### src/rtl/addr_pkg.sv
// Package: shared types for the address register and index generator.
// Assumes lane values arrive already converted to integers upstream.
package addr_pkg;
    typedef enum logic [2:0] {
        AOP_IDLE    = 3'd0,
        AOP_FLOOR   = 3'd1,
        AOP_ROUND   = 3'd2,
        AOP_PAIR    = 3'd3,
        AOP_RESTORE = 3'd4
    } aop_e;

    typedef enum logic [1:0] {
        RM_DIRECT = 2'd0,
        RM_ZERO   = 2'd1,
        RM_INDEX1 = 2'd2
    } remap_e;
endpackage

### src/rtl/addr_reg_file.sv
// Module: holds the address components and applies floor/round loads,
// the pairwise add and the restore, lane by lane under the write mask.
// Assumes the caller supplies the parity of the destination register.
module addr_reg_file
    import addr_pkg::*;
#(
    parameter int AW    = 11,
    parameter int LANES = 4
) (
    input  logic                  clk,
    input  logic                  rst_n,
    input  logic [2:0]            op_class,
    input  logic [LANES-1:0]      wr_mask,
    input  logic                  dst_even,
    input  logic [LANES*AW-1:0]   floor_lanes,
    input  logic [LANES*AW-1:0]   round_lanes,
    input  logic [LANES*AW-1:0]   restore_lanes,
    output logic [LANES*AW-1:0]   a_regs
);
    localparam int HALF = LANES / 2;

    aop_e op;
    logic gated_ok;

    // Decode the update class and the parity gate.
    always_comb begin
        op       = aop_e'(op_class);
        gated_ok = dst_even;
    end

    for (genvar i = 0; i < LANES; i++) begin : g_lane
        logic [AW-1:0] nxt;
        logic          wr;
        logic [AW-1:0] pair_sum;

        // Pairwise sum: lanes i and i+HALF of the lower/upper halves.
        assign pair_sum = a_regs[(i % HALF)*AW +: AW]
                        + a_regs[((i % HALF) + HALF)*AW +: AW];

        // Choose the next value and the write enable of this lane.
        always_comb begin
            nxt = a_regs[i*AW +: AW];
            wr  = 1'b0;
            unique case (op)
                AOP_FLOOR:   begin nxt = floor_lanes[i*AW +: AW];   wr = gated_ok; end
                AOP_ROUND:   begin nxt = round_lanes[i*AW +: AW];   wr = gated_ok; end
                AOP_PAIR:    begin nxt = pair_sum;                  wr = gated_ok; end
                AOP_RESTORE: begin nxt = restore_lanes[i*AW +: AW]; wr = 1'b1;     end
                default:     begin nxt = a_regs[i*AW +: AW];        wr = 1'b0;     end
            endcase
            wr = wr & wr_mask[LANES-1-i];
        end

        // Store the lane, cleared by reset.
        always_ff @(posedge clk) begin
            if (!rst_n)
                a_regs[i*AW +: AW] <= '0;
            else if (wr)
                a_regs[i*AW +: AW] <= nxt;
        end
    end
endmodule

### src/rtl/addr_index_add.sv
// Module: forms one effective index from a signed address component and
// an unsigned base index. Assumes IW exceeds both AW and BW.
module addr_index_add #(
    parameter int AW = 11,
    parameter int BW = 10,
    parameter int IW = 12
) (
    input  logic [AW-1:0]        a_val,
    input  logic                 rel_en,
    input  logic [BW-1:0]        base,
    output logic signed [IW-1:0] idx
);
    logic signed [IW-1:0] a_ext;
    logic signed [IW-1:0] b_ext;

    // Sign-extend the component, zero-extend the base, then add.
    always_comb begin
        a_ext = {{(IW-AW){a_val[AW-1]}}, a_val};
        b_ext = {{(IW-BW){1'b0}}, base};
        idx   = rel_en ? a_ext + b_ext : b_ext;
    end
endmodule

### src/rtl/cst_range_check.sv
// Module: classifies an effective constant index against the size of the
// constant memory, 0 .. 2**CBW-1.
module cst_range_check
    import addr_pkg::*;
#(
    parameter int IW  = 12,
    parameter int CBW = 10
) (
    input  logic signed [IW-1:0] idx,
    output logic [1:0]           remap
);
    localparam logic signed [IW-1:0] CMAX = IW'((1 << CBW) - 1);

    // Pick the remap code: high side reads zero, low side reads entry 1.
    always_comb begin
        if (idx > CMAX)
            remap = RM_ZERO;
        else if (idx < 0)
            remap = RM_INDEX1;
        else
            remap = RM_DIRECT;
    end
endmodule

### src/rtl/addr_index_gen.sv
// Module: top level. It holds the address components and produces the
// constant, attribute and export indices plus the constant remap code.
// Assumes one update class per cycle and integer lanes from upstream.
module addr_index_gen #(
    parameter int AW    = 11,
    parameter int IW    = 12,
    parameter int CBW   = 10,
    parameter int ABW   = 4,
    parameter int EBW   = 5,
    parameter int DW    = 6,
    parameter int LANES = 4,
    localparam int SW   = $clog2(LANES),
    localparam int LW   = LANES * AW
) (
    input  logic                 clk,
    input  logic                 rst_n,
    input  logic [2:0]           op_class,
    input  logic [LANES-1:0]     wr_mask,
    input  logic [DW-1:0]        dst_reg,
    input  logic [LW-1:0]        floor_lanes,
    input  logic [LW-1:0]        round_lanes,
    input  logic [LW-1:0]        restore_lanes,
    input  logic [SW-1:0]        addr_sel,
    input  logic                 zero_ovr,
    input  logic                 cst_rel_en,
    input  logic                 atr_rel_en,
    input  logic                 exp_rel_en,
    input  logic [CBW-1:0]       cst_base,
    input  logic [ABW-1:0]       atr_base,
    input  logic [EBW-1:0]       exp_base,
    output logic [LW-1:0]        a_regs,
    output logic signed [IW-1:0] cst_index,
    output logic [1:0]           cst_remap,
    output logic signed [IW-1:0] atr_index,
    output logic signed [IW-1:0] exp_index
);
    logic [AW-1:0] sel_val;

    addr_reg_file #(.AW(AW), .LANES(LANES)) u_regs (
        .clk           (clk),
        .rst_n         (rst_n),
        .op_class      (op_class),
        .wr_mask       (wr_mask),
        .dst_even      (~dst_reg[0]),
        .floor_lanes   (floor_lanes),
        .round_lanes   (round_lanes),
        .restore_lanes (restore_lanes),
        .a_regs        (a_regs)
    );

    // Select the addressed component, or zero when overridden.
    always_comb begin
        sel_val = zero_ovr ? '0 : a_regs[addr_sel*AW +: AW];
    end

    addr_index_add #(.AW(AW), .BW(CBW), .IW(IW)) u_cst_add (
        .a_val (sel_val), .rel_en (cst_rel_en), .base (cst_base), .idx (cst_index)
    );

    addr_index_add #(.AW(AW), .BW(ABW), .IW(IW)) u_atr_add (
        .a_val (sel_val), .rel_en (atr_rel_en), .base (atr_base), .idx (atr_index)
    );

    addr_index_add #(.AW(AW), .BW(EBW), .IW(IW)) u_exp_add (
        .a_val (sel_val), .rel_en (exp_rel_en), .base (exp_base), .idx (exp_index)
    );

    cst_range_check #(.IW(IW), .CBW(CBW)) u_range (
        .idx   (cst_index),
        .remap (cst_remap)
    );
endmodule

### config.mk
export PLATFORM = sky130hd
export DESIGN_NAME = addr_index_gen
export DESIGN_NICKNAME = d
export VERILOG_FILES = /design/src/rtl/addr_pkg.sv /design/src/rtl/addr_reg_file.sv /design/src/rtl/addr_index_add.sv /design/src/rtl/cst_range_check.sv /design/src/rtl/addr_index_gen.sv
export SDC_FILE = /design/constraint.sdc
export NUM_CORES = 1
export LEC_CHECK = 0
export ABC_AREA = 1
export BUFFER_PORTS_ARGS = -buffer_cell sky130_fd_sc_hd__buf_4
export CORE_ASPECT_RATIO = 2
export CORE_MARGIN = 5
export CORE_UTILIZATION = 30
export CTS_BUF_LIST = sky130_fd_sc_hd__clkbuf_4
export DETAILED_ROUTE_END_ITERATION = 10
export SKIP_CTS_REPAIR_TIMING = 1
export SYNTH_ARGS = -nofsm -noshare
export SYNTH_HDL_FRONTEND = slang
export SYNTH_SLANG_ARGS = --single-unit
### constraint.sdc
create_clock -name clk -period 9.1 [get_ports clk]
set_clock_uncertainty 0.15 [all_clocks]
set_input_delay 1.365 -clock clk [delete_from_list [all_inputs] [get_ports clk]]
set_output_delay 1.365 -clock clk [all_outputs]
set_load 0.02 [all_outputs]
==> reports/metrics.yaml, run 1 <==
ys_top_cells_by_count: "267 x nand2_1, 104 x a21oi_1, 90 x inv_1"
crit_path_end_kind: "output pin"
cts_root_buf: "clkbuf_4"
grt_overflow: 0
drc: 0
grt_pass1_vias: 6948
grt.total_usage: 0.217
crit_buf_inv: 5
path_class: "input pin to output pin"
synth_area_um2: 5280
crit_path_cell_trace: "buf_4, inv_2, o21ai_0, a21oi_1, inv_1, fa_1, inv_1, nand2_1, nand2_1, a21oi_1, nor2_1, nand2_1, nor2_1, nand2_1, o21ai_0, a21oi_1, buf_4"
period_minus_slack_ns: 5.87
yosys-top-cells-area: "nand2_1 19%, dfxtp_1 17%, a21oi_1 9.9%"
largest_reg_flops: 44
fp.dieW_um: 104
port_buffers: 248
cts_tree: "done"
worstPathRequired_ns: 7.59
synth_edf_count: 0
clk_pin_slew_ns: 0.15
ys_seq_elements: 44
ys.flop_type: "dfxtp_1"
std_cell_rows: 68
antenna_found_initial: 2
place_inst: 1336
cts_sinks: 44
fmax_mhz: 170
crit_path_max_incr_delay_ns: 0.51
num_vias: 6866
synth-seq-area-share: 0.167
yosys_warnings: 0
syn_inst: 913
clock_latency_ns: 0.40
antenna_left: 0
place_congestion: 0.908
crit_family: "buffers and inverters"
finalWirelength_um: 23500
synth_cell_types: 37
top_regs: "u_regs.a_regs x44"
setup_tns_ns: 0
fillerInstances: 1912
crit_fanout: 23
async_flop_share: 0
ir_worst_vdd_uv: 64.4
ios: 254
relSlewSlack: 0.286
worstHoldPathType: "flop to flop"
fin_nets: 1348
crit_path_start_kind: "input pin"
worst_pin_slew_ns: 1.07
cts_buffers: 5
grt_max_degree: 47
cts_buffer_depth: 2
drive_gt1_frac: 0.251
grt_pass1_wl_um: 35800
p_total_w: 0.000656
cp.arrival_ns: 4.35
synth_most_common_cell: "nand2_1"
dp.final_hpwl_um: 19800
syn_to_final_growth_pct: 38.3
rsz0062_at_grt: "false"
synth_top_area_share: 0.190
crit_slowest_cell: "a21oi_1"
final-hold-violation-count: 0
htreeDepth: 2
core_area_um2: 17300
die-height_um: 198
finalNonFillerCells: 1346
p_per_area_nw_per_um2: 89.8
maxCapViolations: 0
avgRoutedWirePerCell_um: 17.4
start_util: 0.306
viasPerCell: 5.10
cpMostUsedCell: "nand2_1"
power_leakage_nw: 3.86
run_status: "finished, final reports clean"
largest-register: "u_regs.a_regs"
die_area_um2: 20500
finalSetupViolations: 0
postSynthAreaPerCell_um2: 5.78
post-route-period-util: 0.645
drtIter0Drc: 291
synth_nets: 1128
synth_top_cell_by_area: "nand2_1"
slew_viol_final: 0
drt_pass1_iterations: 5
[per-stage QoR]
stage / instance area, um^2 / hold slack [ns] / setup WS, ns / util
after floorplan: 5280 / 0.417 / 3.85 / -
after global placement: 7220 / 0.354 / 3.23 / 0.418
after detailed placement: 7220 / 0.358 / 3.22 / 0.418
after CTS: 7300 / 0.379 / 3.20 / 0.423
after global routing: 7300 / 0.403 / 2.85 / 0.423
final: 7300 / 0.377 / 3.23 / 0.423
[cell type report]
cell class	count	area (um^2)	share of cell area
Clock inverter	3	37.5	0.00514
Antenna cell	2	5.00	0.000685
Inverter	101	379	0.0519
Multi-Input combinational cell	732	3830	0.525
Clock buffer	5	37.5	0.00514
Sequential cell	44	881	0.121
Tap cell	210	263	0.0360
Timing Repair Buffer	249	1870	0.256
[worst min-delay path: cells and delay by family, from the launching register on]
| kind | cells | cell delay (ns) |
|---|---|---|
| flops | 1 | 0.37 |
| compound gates | 1 | 0.05 |
| simple gates | 1 | 0.07 |
[cell usage in the layout, fill, tap and decap left out, types with 2 or more instances in the layout]
cell | Yosys | final
nand2_1 | 267 | 267
ha_1 | 38 | 38
nand3b_1 | 2 | 2
buf_4 | 6 | 249
diode_2 | 0 | 2
nor3_1 | 2 | 2
nand2_2 | 4 | 4
clkinv_1 | 0 | 2
nand3_2 | 2 | 2
a22o_1 | 8 | 8
or2_2 | 5 | 5
o211ai_1 | 8 | 8
a221oi_1 | 14 | 14
inv_2 | 11 | 11
inv_1 | 90 | 90
o21ai_1 | 5 | 5
o21ai_0 | 67 | 67
dfxtp_1 | 44 | 44
xor2_1 | 4 | 4
fa_1 | 5 | 5
a21o_1 | 8 | 8
clkbuf_4 | 0 | 5
nor2_1 | 86 | 86
nand4_1 | 15 | 15
a31oi_1 | 3 | 3
a21oi_1 | 104 | 104
o21bai_1 | 2 | 2
xnor2_1 | 2 | 2
nand3_1 | 70 | 70
nor2_2 | 4 | 4
[cell families (layout without fill, tap and decap cells)]
logic type	Yosys count	in the layout	synth area share
AO/OA/AOI/OAI	223	223	0.239
XOR/XNOR	6	6	0.00995
adder cells (fa/ha/maj)	43	43	0.109
buffers and inverters	137	358	0.108
flip-flops	44	44	0.167
other	0	2	0
AND/OR/NAND/NOR	460	460	0.368
[metal layers]
layer	vias up	track usage	share of wire
met5	-	0	0
met4	0	0.106	0.048
met3	69	0.0311	0.046
met1	3086	0.207	0.34
li1	3486	-	-
met2	225	0.442	0.56
[worst paths after layout]
path	slack (ns)	depth (start not counted)	from	to
hold / removal	0.38	2	u_regs.a_regs[17]	u_regs.a_regs[17]
hold reg to reg	0.38	2	u_regs.a_regs[17]	u_regs.a_regs[17]
setup reg to reg	6.67	10	u_regs.a_regs[0]	u_regs.a_regs[8]
setup / recovery	3.23	17	addr_sel[0]	atr_index[10]
[power breakdown]
| group | total (W) | switching [W] | leakage [nW] | internal (W) |
|---|---|---|---|---|
| clock | 0.000131 | 0.0000749 | 0.0403 | 0.0000562 |
| combinational | 0.000305 | 0.000172 | 3.46 | 0.000133 |
| sequential | 0.000219 | 0.0000157 | 0.359 | 0.000203 |
| total | 0.000656 | 0.000263 | 3.86 | 0.000393 |
(Power assumes the default switching activity.)
==> run 2, diff against run 1 <==
Clock period 9.1 ns to 5.02 ns, I/O delays scaled along.
==> run 2 against run 1 <==
Against the previous run:
- sequential share of layout area is essentially flat
- non-clock buffer count rose by 3
- critical endpoint unchanged
- clock-buffer cell count is 1 higher
- via count fell by 0.42%
- worst setup slack lost 2.7 ns
- wire length decreased by 0.21%
- core utilization grew 0.14 points
- final cell count up 0.15%
- sequential power is 83% higher
- highest routed layer unchanged
==> reports/metrics.yaml, run 2 (synthesis gave the netlist of run 1 again) <==
finalSetupViolations: 0  # unchanged
cts_tree: "done"  # unchanged
dp_slack_ns: 0.560  # was 3.22 ns
avgRoutedWirePerCell_um: 17.4  # about the same
maxCapViolations: 0  # unchanged
multi_input_area_um2: 3830  # unchanged
cpMostUsedCell: "nand2_1"  # unchanged
postPlaceCellArea_um2: 7250  # was 7220 um^2
cts_sinks: 44  # unchanged
layout_setup_ws_ns: 0.558  # was 3.23 ns
final_common_cell: "nand2_1"  # unchanged
start_util: 0.306  # unchanged
drt_pass1_iterations: 4  # was 5
largest-register: "u_regs.a_regs"  # unchanged
fmax_mhz: 224
grt_pass1_wl_um: 35400  # was 35800 um
die_area_um2: 20500  # unchanged
stdcell_area_um2: 7330  # was 7300 um^2
path_class: "input pin to output pin"  # unchanged
crit_path_start_kind: "input pin"  # unchanged
run_status: "finished, final reports clean"  # unchanged
worstPathRequired_ns: 4.12  # was 7.59 ns
worstHoldPathType: "flop to flop"  # unchanged
slew_viol_final: 0  # unchanged
rsz0062_at_grt: "false"  # unchanged
fp.dieW_um: 104  # unchanged
top_regs: "u_regs.a_regs x44"  # unchanged
core_area_um2: 17300  # unchanged
crit_family: "buffers and inverters"  # unchanged
port_buffers: 248  # unchanged
ios: 254  # unchanged
grt_overflow: 0  # unchanged
ir_worst_vdd_uv: 135  # was 64.4 uV
period_minus_slack_ns: 4.46
antenna_found_initial: 1  # was 2
die-height_um: 198  # unchanged
p_per_area_nw_per_um2: 163  # was 89.8 nW/um^2
final-hold-violation-count: 0  # unchanged
crit_path_cell_trace: "buf_4, inv_2, o21ai_0, a21oi_1, ha_1, inv_1, fa_1, inv_1, nand2_1, nand2_1, a21oi_1, nor2_1, nand2_1, nor2_1, nand2_1, o21ai_0, a21oi_1, buf_4"  # was buf_4, inv_2, o21ai_0, a21oi_1, inv_1, fa_1, inv_1, nand2_1, nand2_1, a21oi_1, nor2_1, nand2_1, nor2_1, nand2_1, o21ai_0, a21oi_1, buf_4
fillerInstances: 1982  # was 1912
grt.total_usage: 0.217  # about the same
cts_buffer_depth: 2  # unchanged
place_congestion: 0.911  # was 0.908
crit_buf_inv: 5  # unchanged
post-route-period-util: 0.889
clock_latency_ns: 0.40  # about the same
syn_to_final_growth_pct: 38.8  # was 38.3%
fin_nets: 1351  # was 1348
clk_pin_slew_ns: 0.14  # was 0.15 ns
worst_pin_slew_ns: 0.894  # was 1.07 ns
whs_ns: 0.381  # was 0.377 ns
viasPerCell: 5.07  # was 5.10
htreeDepth: 2  # unchanged
largest_reg_flops: 44  # unchanged
setup_tns_ns: 0  # unchanged
crit_path_end_kind: "output pin"  # unchanged
register_area_um2: 881  # unchanged
relSlewSlack: 0.402  # was 0.286
drive_gt1_frac: 0.255  # was 0.251
finalWirelength_um: 23400  # was 23500 um
cts_root_buf: "clkbuf_4"  # unchanged
grt_max_degree: 47  # unchanged
final_cell_mix: "267 x nand2_1, 252 x buf_4, 104 x a21oi_1, 90 x inv_1, 86 x nor2_1"  # was 267 x nand2_1, 249 x buf_4, 104 x a21oi_1, 90 x inv_1, 86 x nor2_1
crit_slowest_cell: "fa_1"  # was a21oi_1
grt_pass1_vias: 6946  # was 6948
power_leakage_nw: 3.88  # was 3.86 nW
crit_fanout: 23  # unchanged
cp.arrival_ns: 3.56  # was 4.35 ns
cts_buffers: 5  # unchanged
crit_path_max_incr_delay_ns: 0.35  # was 0.51 ns
drtIter0Drc: 279  # was 291
dp.final_hpwl_um: 20000  # was 19800 um
antenna_left: 0  # unchanged
drc: 0  # unchanged
std_cell_rows: 68  # unchanged
num_vias: 6837  # was 6866
## run 2: power breakdown
part / internal (W) / switching, W
clock: 0.000110 / 0.000132
sequential: 0.000369 / 0.0000310
combinational: 0.000243 / 0.000310
## run 2: final cells by class
cell class | instances | share of cell area
Antenna cell | 1 | 0.000341
Multi-Input combinational cell | 732 | 0.523
Inverter | 101 | 0.0517
Clock buffer | 6 | 0.00615
Sequential cell | 44 | 0.120
Clock inverter | 2 | 0.00478
Timing Repair Buffer | 252 | 0.258
Tap cell | 210 | 0.0359
## run 2: tightest hold or removal path: cells and delay by family (launching register included)
family | cells | cell delay [ns]
flip-flops | 1 | 0.37
AO/OA/AOI/OAI | 1 | 0.06
AND/OR/NAND/NOR | 1 | 0.08
## run 2: path summary, 6_finish.rpt
check                         start                 to  slack, ns  cells after the start
hold reg to reg   u_regs.a_regs[39]  u_regs.a_regs[39]       0.38                      2
setup / recovery        addr_sel[0]      atr_index[10]       0.56                     18
setup reg to reg   u_regs.a_regs[0]   u_regs.a_regs[8]       2.58                     10
hold / removal    u_regs.a_regs[39]  u_regs.a_regs[39]       0.38                      2
## run 2: per-layer routing
metal | GRT usage | wire length, um | up-vias
met1 | 0.199 | 7940 | 3105
met3 | 0.0337 | 968 | 48
li1 | - | - | 3494
met2 | 0.452 | 13500 | 190
met4 | 0.0989 | 951 | 0
met5 | 0 | 0 | -
## run 2: stage by stage
step                total power [W]  cells  utilization
finish                      0.00119   1348        0.424
global placement           0.000959   1339        0.420
floorplan                  0.000707    913            -
global route                0.00128   1348        0.424
detailed placement         0.000963   1339        0.420
CTS                         0.00121   1347        0.424
==> run 3, diff against run 2 <==
Settings changed: SYNTH_HIERARCHICAL from default to 1.
==> run 3 against run 2 <==
Against the previous run:
- worst setup slack better by 0.30 ns
- fmax up 7.2%
- final cell count up 14%
- critical endpoint is now cst_remap[0]
- critical path type unchanged
- non-clock buffer count up 9
- combinational power up 18%
- core utilization down 0.94 points
- critical path depth down 5
- hold slack better by 0.052 ns
- register-to-register slack better by 0.13 ns
- largest power group unchanged
- synthesized cell count up 15%
==> reports/metrics.yaml, run 3 <==
run_status: "finished, final reports clean"  # unchanged
crit_path_max_incr_delay_ns: 0.55  # was 0.35 ns
antenna_left: 0  # unchanged
fp.dieW_um: 109  # was 104 um
crit_path_end_kind: "output pin"  # unchanged
synth_nets: 1267  # was 1128
dp.final_hpwl_um: 20400  # was 20000 um
crit_slowest_cell: "a21oi_1"  # was fa_1
worst_pin_slew_ns: 0.890  # was 0.894 ns
r2r_start: "u_regs/a_regs[0]"  # was u_regs.a_regs[0]
maxCapViolations: 0  # unchanged
async_flop_share: 0  # unchanged
synth-seq-area-share: 0.151  # was 0.167
setup_tns_ns: 0  # unchanged
final_common_cell: "nand2_1"  # unchanged
drt_pass1_iterations: 5  # was 4
synth_top_area_share: 0.226  # was 0.190
cp.arrival_ns: 3.26  # was 3.56 ns
grt_pass1_vias: 7377  # was 6946
worstPathRequired_ns: 4.12  # about the same
ys_top_cells_by_count: "351 x nand2_1, 150 x inv_1, 98 x nor2_1"  # was 267 x nand2_1, 104 x a21oi_1, 90 x inv_1
cts_tree: "done"  # unchanged
relSlewSlack: 0.406  # was 0.402
yosys.area_share.adder: 0.101  # was 0.109
reg2reg_to: "u_regs/a_regs[6]"  # was u_regs.a_regs[8]
synth_cell_types: 36  # was 37
synth_most_common_cell: "nand2_1"  # unchanged
die_area_um2: 22500  # was 20500 um^2
viasPerCell: 4.83  # was 5.07
ys_seq_elements: 44  # unchanged
htreeDepth: 2  # unchanged
worst-r2r-cell-count: 10  # unchanged
clock_latency_ns: 0.39  # was 0.40 ns
grt_pass1_wl_um: 37300  # was 35400 um
post-route-period-util: 0.829  # was 0.889
yosys-top-cells-area: "nand2_1 23%, dfxtp_1 15%, inv_1 9.6%"  # was nand2_1 19%, dfxtp_1 17%, a21oi_1 9.9%
largest-register: "u_regs/a_regs"  # was u_regs.a_regs
cts_buffers: 5  # unchanged
min_from: "u_regs/a_regs[2]"  # was u_regs.a_regs[39]
synth_area_um2: 5840  # was 5280 um^2
syn_to_final_growth_pct: 37.0  # was 38.8%
largest_reg_flops: 44  # unchanged
std_cell_rows: 72  # was 68
synth_top_cell_by_area: "nand2_1"  # unchanged
start_util: 0.303  # was 0.306
path_class: "input pin to output pin"  # unchanged
num_vias: 7436  # was 6837
cts_buffer_depth: 2  # unchanged
grt_overflow: 0  # unchanged
crit_buf_inv: 3  # was 5
crit_fanout: 23  # unchanged
grt.total_usage: 0.211  # was 0.217
synth_simple_gate_area_frac: 0.421  # was 0.368
die-height_um: 207  # was 198 um
dp_slack_ns: 0.847  # was 0.560 ns
p_total_w: 0.00131  # was 0.00119 W
top_regs: "u_regs/a_regs x44"  # was u_regs.a_regs x44
core_area_um2: 19300  # was 17300 um^2
period_minus_slack_ns: 4.16  # was 4.46 ns
crit_path_start_kind: "input pin"  # unchanged
drc: 0  # unchanged
slew_viol_final: 0  # unchanged
ios: 254  # unchanged
drtIter0Drc: 343  # was 279
worstHoldPathType: "flop to flop"  # unchanged
finalSetupViolations: 0  # unchanged
finalWirelength_um: 24400  # was 23400 um
r2r_setup_slack_ns: 2.71  # was 2.58 ns
layout_setup_ws_ns: 0.856  # was 0.558 ns
cts_root_buf: "clkbuf_4"  # unchanged
rsz0062_at_grt: "false"  # unchanged
power_leakage_nw: 4.35  # was 3.88 nW
yosys_warnings: 6  # was 0
grt_max_degree: 49  # was 47
fin_util: 0.415  # was 0.424
postSynthAreaPerCell_um2: 5.56  # was 5.78 um^2
hold_depth: 2  # unchanged
startpoint: "addr_sel[0]"  # unchanged
synth.area.mux_share: 0  # unchanged
synth_top_family_by_area: "simple AND/OR/NAND/NOR gates"  # unchanged
fmax_mhz: 240  # was 224 MHz
synth_xor_area_frac: 0.00600  # was 0.00995
p_per_area_nw_per_um2: 163  # about the same
crit_family: "compound AO/OA/AOI/OAI gates"  # was buffers and inverters
synth_compound_area_frac: 0.184  # was 0.239
whs_endpoint: "u_regs/a_regs[2]"  # was u_regs.a_regs[39]
final-hold-violation-count: 0  # unchanged
final_cell_mix: "351 x nand2_1, 261 x buf_4, 150 x inv_1, 98 x nor2_1, 91 x nand3_1"  # was 267 x nand2_1, 252 x buf_4, 104 x a21oi_1, 90 x inv_1, 86 x nor2_1
drive_gt1_frac: 0.229  # was 0.255
cts_sinks: 44  # unchanged
avgRoutedWirePerCell_um: 15.9  # was 17.4 um
clk_pin_slew_ns: 0.14  # about the same
ys.flop_type: "dfxtp_1"  # unchanged
ir_worst_vdd_uv: 131  # was 135 uV
crit_path_cell_trace: "buf_4, inv_2, nand2_1, nand3_1, a21oi_1, ha_1, a21oi_1, nand2_1, nand2_1, nand3_1, a21oi_1, nor2_1, buf_4"  # was buf_4, inv_2, o21ai_0, a21oi_1, ha_1, inv_1, fa_1, inv_1, nand2_1, nand2_1, a21oi_1, nor2_1, nand2_1, nor2_1, nand2_1, o21ai_0, a21oi_1, buf_4
place_congestion: 0.936  # was 0.911
port_buffers: 248  # unchanged
syn_inst: 1051  # was 913
fin_nets: 1493  # was 1351
synth_edf_count: 0  # unchanged
antenna_found_initial: 1  # unchanged
-- run 3: changes by cell type in the layout (fill, tap and decap cells not counted), moves of 12 or more --
cell and change:
a21oi_1 -40, a22o_1 +12, a31oi_1 +12, inv_1 +60, nand2_1 +84, nand3_1 +21
nor2_1 +12, o21ai_0 -15
-- run 3: worst min-delay path: stages, from the launching register on --
cell and delay [ns]:
dfxtp_1 0.37, o21ai_1 0.14, a31oi_1 0.05
-- run 3: metrics by stage --
| step | cell area (um^2) | instances | hold slack (ns) |
|---|---|---|---|
| 2_1_floorplan | 5840 | 1051 | 0.461 |
| 3_3_place_gp | 7920 | 1529 | 0.407 |
| 3_5_place_dp | 7920 | 1529 | 0.412 |
| 4_1_cts | 8000 | 1537 | 0.433 |
| 5_1_grt | 8000 | 1538 | 0.465 |
| 6_report | 8000 | 1538 | 0.433 |
-- run 3: cell families after synthesis --
kind of cell	after synthesis
buf+inv	196
fa+ha+maj	44
flops	44
xor+xnor	4
simple gates	583
compound gates	180
-- run 3: area by class of cell --
| class | instances | area [um^2] |
|---|---|---|
| Antenna cell | 1 | 2.50 |
| Clock buffer | 6 | 45.0 |
| Clock inverter | 2 | 35.0 |
| Fill cell | 2243 | 11300 |
| Inverter | 154 | 578 |
| Multi-Input combinational cell | 811 | 4170 |
| Sequential cell | 44 | 881 |
| Tap cell | 259 | 324 |
| Timing Repair Buffer | 261 | 1960 |
-- run 3: how the worst max path moves through the flow --
stage,end,cells after the start
after detailed placement,cst_remap[0],16
after CTS,cst_remap[0],16
after global routing,cst_remap[0],13
after global placement,cst_remap[0],16
final,cst_remap[0],13
after floorplan,cst_remap[0],13
-- run 3: metal layers --
layer / wire length [um] / GRT usage
met1: 8490 / 0.202
met2: 13600 / 0.424
met3: 1370 / 0.0289
met4: 1000 / 0.0933
met5: 0 / 0
-- run 3: report_power, final --
group	total, W	internal [W]	switching, W	leakage (nW)
clock network	0.000243	0.000110	0.000133	0.0457
registers	0.000409	0.000373	0.0000365	0.361
logic	0.000654	0.000283	0.000371	3.94
